## src/rtl/sp_overlap_engine.sv

```systemverilog
module sp_overlap_engine #(
  parameter int N  = 8,
  parameter int K  = 16,
  parameter int PW = 8,
  parameter int DESIRED_ACTIVE = 3
) (
  input  logic                   clk,
  input  logic                   rst_n,
  input  logic                   perm_we,
  input  logic [$clog2(N)-1:0]   perm_col,
  input  logic [$clog2(K)-1:0]   perm_syn,
  input  logic [PW-1:0]          perm_data,
  input  logic                   conn_thr_we,
  input  logic [PW-1:0]          conn_thr_in,
  input  logic                   min_ov_we,
  input  logic [$clog2(K+1)-1:0] min_ov_in,
  input  logic                   in_valid,
  output logic                   in_ready,
  input  logic [K-1:0]           in_vec,
  output logic                   done,
  output logic [N-1:0]           sdr_out
);
  localparam int CW  = $clog2(N);
  localparam int OW  = $clog2(K+1);
  localparam int PCW = $clog2(DESIRED_ACTIVE+1);

  typedef enum logic [1:0] {S_IDLE, S_OV, S_INH} state_t;

  state_t         state;
  logic [PW-1:0]  perm [N][K];
  logic [PW-1:0]  conn_thr;
  logic [OW-1:0]  min_ov;
  logic [K-1:0]   in_q;
  logic [OW-1:0]  ov [N];
  logic [CW-1:0]  idx;
  logic [PCW-1:0] pass;
  logic [N-1:0]   win;
  logic           best_vld;
  logic [CW-1:0]  best_idx;
  logic [OW-1:0]  best_ov;

  logic           last_col;
  logic           accept;
  logic [OW-1:0]  ov_now;
  logic [N-1:0]   elig;
  logic           take;
  logic           nb_vld;
  logic [CW-1:0]  nb_idx;
  logic [OW-1:0]  nb_ov;
  logic [N-1:0]   win_next;

  assign in_ready = (state == S_IDLE);
  assign accept   = in_valid && in_ready;
  assign last_col = (idx == CW'(N-1));

  always_comb begin
    ov_now = '0;
    for (int j = 0; j < K; j++)
      ov_now = ov_now + OW'(in_q[j] && (perm[idx][j] >= conn_thr));
  end

  for (genvar c = 0; c < N; c++) begin : g_elig
    assign elig[c] = (ov[c] != '0) && (ov[c] >= min_ov);
  end

  assign take   = elig[idx] && !win[idx] && (!best_vld || ov[idx] > best_ov);
  assign nb_vld = best_vld || take;
  assign nb_idx = take ? idx : best_idx;
  assign nb_ov  = take ? ov[idx] : best_ov;

  always_comb begin
    win_next = win;
    if (last_col && nb_vld) win_next[nb_idx] = 1'b1;
  end

  always_ff @(posedge clk) begin
    if (!rst_n) begin
      for (int c = 0; c < N; c++)
        for (int j = 0; j < K; j++)
          perm[c][j] <= '0;
      conn_thr <= '0;
      min_ov   <= '0;
    end else if (in_ready) begin
      if (perm_we)     perm[perm_col][perm_syn] <= perm_data;
      if (conn_thr_we) conn_thr <= conn_thr_in;
      if (min_ov_we)   min_ov   <= min_ov_in;
    end
  end

  always_ff @(posedge clk) begin
    if (!rst_n) begin
      state    <= S_IDLE;
      in_q     <= '0;
      idx      <= '0;
      pass     <= '0;
      win      <= '0;
      best_vld <= 1'b0;
      best_idx <= '0;
      best_ov  <= '0;
      done     <= 1'b0;
      sdr_out  <= '0;
      for (int c = 0; c < N; c++) ov[c] <= '0;
    end else begin
      done <= 1'b0;
      case (state)
        S_IDLE: if (accept) begin
          in_q  <= in_vec;
          idx   <= '0;
          win   <= '0;
          state <= S_OV;
        end
        S_OV: begin
          ov[idx] <= ov_now;
          if (last_col) begin
            idx      <= '0;
            pass     <= '0;
            best_vld <= 1'b0;
            state    <= S_INH;
          end else begin
            idx <= idx + 1'b1;
          end
        end
        S_INH: begin
          if (last_col) begin
            win      <= win_next;
            best_vld <= 1'b0;
            idx      <= '0;
            if (pass == PCW'(DESIRED_ACTIVE-1)) begin
              sdr_out <= win_next;
              done    <= 1'b1;
              state   <= S_IDLE;
            end else begin
              pass <= pass + 1'b1;
            end
          end else begin
            best_vld <= nb_vld;
            best_idx <= nb_idx;
            best_ov  <= nb_ov;
            idx      <= idx + 1'b1;
          end
        end
        default: state <= S_IDLE;
      endcase
    end
  end


  winner_limit_chk: assert property (@(posedge clk) disable iff (!rst_n)
    done |-> ($countones(sdr_out) <= DESIRED_ACTIVE));


  winners_eligible_chk: assert property (@(posedge clk) disable iff (!rst_n)
    done |-> ((sdr_out & ~elig) == '0));


  busy_after_accept_chk: assert property (@(posedge clk) disable iff (!rst_n)
    accept |=> !in_ready);


  done_pulse_chk: assert property (@(posedge clk) disable iff (!rst_n)
    done |=> !done);


  thr_frozen_chk: assert property (@(posedge clk) disable iff (!rst_n)
    (!in_ready && conn_thr_we) |=> $stable(conn_thr));


  sdr_hold_chk: assert property (@(posedge clk) disable iff (!rst_n)
    !$stable(sdr_out) |-> done);
endmodule

```

## config.mk

```make
export PLATFORM = sky130hd
export DESIGN_NAME = sp_overlap_engine
export DESIGN_NICKNAME = d
export VERILOG_FILES = /design/src/rtl/sp_overlap_engine.sv
export SDC_FILE = /design/constraint.sdc
export NUM_CORES = 2
export LEC_CHECK = 0
export BUFFER_PORTS_ARGS = -buffer_cell sky130_fd_sc_hd__buf_2
export CAP_MARGIN = 20
export CORE_UTILIZATION = 55
export DETAILED_ROUTE_END_ITERATION = 7
export HOLD_SLACK_MARGIN = 0.03
export PLACE_DENSITY = 0.81
export SYNTH_ARGS = -nofsm -noshare
export SYNTH_HDL_FRONTEND = slang
export SYNTH_SLANG_ARGS = --single-unit
```

## constraint.sdc

```tcl
create_clock -name clk -period 7.7 [get_ports clk]
set_input_delay 0.385 -clock clk [delete_from_list [all_inputs] [get_ports clk]]
set_output_delay 0.385 -clock clk [all_outputs]
set_load 0.02 [all_outputs]
```

==> flow_summary.toml <==
[timing]
slew-limit-headroom = 0.180
setup_viol = 0
min_period_ps = 7080
skew_ps = 37.3
rsz0062_at_grt = "false"
final.setup.tns_ps = 0
hold_viol = 0
drv_slew = 0
worst_pin_slew_ps = 1230
min_period_over_period = 0.919
clock.fmax_ghz = 0.141

[floorplan]
core_area_mm2 = 0.0989
die_h_um = 319
fp.dieW_um = 319
start_util = 0.558
rows = 115
dieArea_mm2 = 0.101
boundaryPins = 60

[global_route]
antenna_found_initial = 3
grt_overflow = 0
grt_pass1_wl_mm = 203
globalRouteTotalUtil = 0.266
grt_pass1_vias = 33000
grt_max_degree = 93

[worst_setup_path]
rrSetupSlack_ps = 620
cp_max_fo = 24
critPathKind = "reg -> reg"
r2r-end = "ov[3][2]$_SDFFCE_PN0P_"
reg2reg_depth = 22
startpoint_type = "register"
arrival_ps = 7480
cp-end-kind = "register"
cp.required_ps = 8100

[clock_tree]
htreeDepth = 3
cts_tree = "built"
clk_path_buf_depth = 3
cts_made_buffers = 109
cts_num_sinks = 1129
path_clk_slew_ps = 70
cts_root_buffer = "clkbuf_16"
clkLatencyLatePin_ps = 710

[power]
ir_worst_vdd_uv = 178
power_mw = 14.7
powerDensity_mw_per_mm2 = 240
power.leakage_nw = 22.5

[placement]
place_congestion = 0.875
hpwl_mm = 83.5
port_buffers = 59

[route]
first_pass_iters = 6
drtIter0Drc = 4416
antenna_left = 0
drcViolationCount = 0
num_vias = 33300
wl_mm = 135
via_per_inst = 6.20
avgRoutedWirePerCell_um = 25.1

[yosys]
synth_area_per_cell_um2 = 14.2
syn-num-nets = 4120
seq_area_frac_synth = 0.603
synth-warning-count = 0
synthArstFlopShare = 0
synth_flop_cell = "edfxtp_1"
yosysTopAreaCell = "edfxtp_1"
synth_seq_cells = 1129
yosysTopAreaCellShare = 0.580
syn_area_mm2 = 0.0551
synth-edff-count = 1064
synthCells = 3876
synth.distinct_cells = 51
yosys-top-cells-area = "edfxtp_1 (58%), and2_1 (12%), mux4_2 (11%)"

[final_layout]
num-fill-cells = 6905
nNetsFinal = 4227
synthToLayoutAreaGrowth_pct = 11.3
drive_above_1_share = 0.197
n_antenna_cell = 0

[outcome]
status = "completed"

[hold_path]
min-delay-start = "conn_thr_we"
min_path_type = "in -> reg"
whs_path_depth = 3
hold_end = "conn_thr[4]$_SDFFE_PN0P_"

[run]
max_cap_viol_count = 0
power by group:
part	internal (mW)	leakage (nW)	switching, mW
logic	0.934	9.12	1.15
clock network	3.20	1.82	2.37
registers	6.92	11.5	0.129
worst max-delay path by stage:
stage	start	end	slack, ps
finish	register	ov[3][2]$_SDFFCE_PN0P_	620
global route	register	ov[3][2]$_SDFFCE_PN0P_	250
CTS	register	ov[3][2]$_SDFFCE_PN0P_	630
detailed placement	register	ov[5][2]$_SDFFCE_PN0P_	780
global placement	register	ov[6][2]$_SDFFCE_PN0P_	900
floorplan	register	ov[0][3]$_SDFFCE_PN0P_	1240
worst max-delay path, cell delays in order (launching register included):
cell and delay [ps]:
dfxtp_4 700, buf_12 300, buf_4 470, mux4_2 570, mux2_2 290, ha_1 270, a21o_1 160, a21o_1 170
a21o_1 190, a21oi_1 140, nor2b_1 60, o21ai_0 180, a21oi_1 160, fa_1 590, inv_1 80, fa_1 550
inv_1 60, fa_1 540, ha_1 190, inv_1 60, fa_1 400, xor2_1 530, nor2_1 100
cells in the final DEF (no fill, tap or decap), drive strengths merged, types with 3 or more instances in the layout:
cell type    netlist  layout
a211oi             8       8
a21o              63      63
a21oi             69      69
a31oi              3       3
a32oi              5       5
and2            1025    1025
and3               3       3
buf               44     209
bufinv             0      14
clkbuf           224     158
clkinv             0      44
clkinvlp           0       4
dfxtp             65      65
dlygate4sd3        0      38
edfxtp          1064    1064
fa                10      10
ha               184     184
inv               47      51
mux2             121     121
mux2i             32      32
mux4             268     268
nand2            100     100
nand2b            20      20
nand3             31      31
nand3b             5       5
nor2             213     213
nor2b             31      31
nor3               7       7
nor3b              4       4
o21ai            194     194
o22ai              8       8
or4                5       5
per-layer routing:
metal / vias up / wire (µm) / track usage
li1: 14400 / - / -
met1: 16700 / 52200 / 0.365
met2: 1881 / 64200 / 0.431
met3: 251 / 14200 / 0.0491
met4: 4 / 4010 / 0.0866
met5: - / 23 / 0
cell usage after synthesis, types with 2 or more instances:
cell,count
o22ai_1,8
o21ai_4,2
a211oi_1,7
nor2b_1,31
mux4_2,268
o21ai_0,183
nand3b_1,5
nor4_1,2
a32oi_1,5
nand2_1,100
edfxtp_1,1064
buf_1,13
nand3_1,30
a21oi_1,69
nor3b_1,4
buf_2,30
mux2_2,121
nor2_1,213
a21o_1,63
o31ai_1,2
nand2b_1,20
nor3_1,7
fa_1,10
o21ai_1,9
dfxtp_1,65
clkbuf_1,224
or3b_2,2
a31oi_1,3
inv_1,47
and2_1,1025
ha_1,184
xor2_1,2
and3_1,3
or4_1,5
mux2i_1,32
a22oi_1,2
o21a_1,2
registers in the layout, indices dropped and copies added (netlist names), 2 cells and up, named ones only:
register,count
best_idx,3
best_ov,5
conn_thr,8
idx,3
in_q,16
min_ov,5
ov,40
pass,2
perm,1024
sdr_out,8
state,2
win,8
metrics by stage:
| step | setup slack (ps) | hold WS [ps] | utilization | cells | instance area, µm² |
|---|---|---|---|---|---|
| after floorplan | 1240 | 433 | - | 3876 | 55100 |
| after global placement | 898 | 440 | 0.574 | 5037 | 56700 |
| after detailed placement | 777 | 448 | 0.576 | 5059 | 56900 |
| after CTS | 628 | 59.4 | 0.617 | 5304 | 61000 |
| after global routing | 249 | 109 | 0.620 | 5366 | 61300 |
| final | 623 | 94.5 | 0.620 | 5366 | 61300 |
cell families after synthesis:
logic type	share of synthesized area
muxes	0.140
and+or+nand+nor	0.150
DFF	0.603
AOI/OAI and AO/OA	0.0384
buffers and inverters	0.0222
adders and majority gates	0.0454
xor gates and xnor gates	0.000318
repair_timing:
action | CTS | global route
hold buffers | 38 | 0
endpoints found under the hold margin | 29 | 0
gates resized for setup | 0 | 0
setup buffers | 0 | 0
area by class of cell:
class / count / area (µm²) / area share
Timing Repair Buffer: 264 / 1910 / 0.0312
Tap cell: 1287 / 1610 / 0.0263
Clock buffer: 141 / 2960 / 0.0483
Sequential cell: 1129 / 33300 / 0.542
Inverter: 47 / 176 / 0.00288
Multi-Input combinational cell: 2432 / 20700 / 0.337
Clock inverter: 66 / 751 / 0.0122
Note: power is estimated with default switching activity, not from simulation.
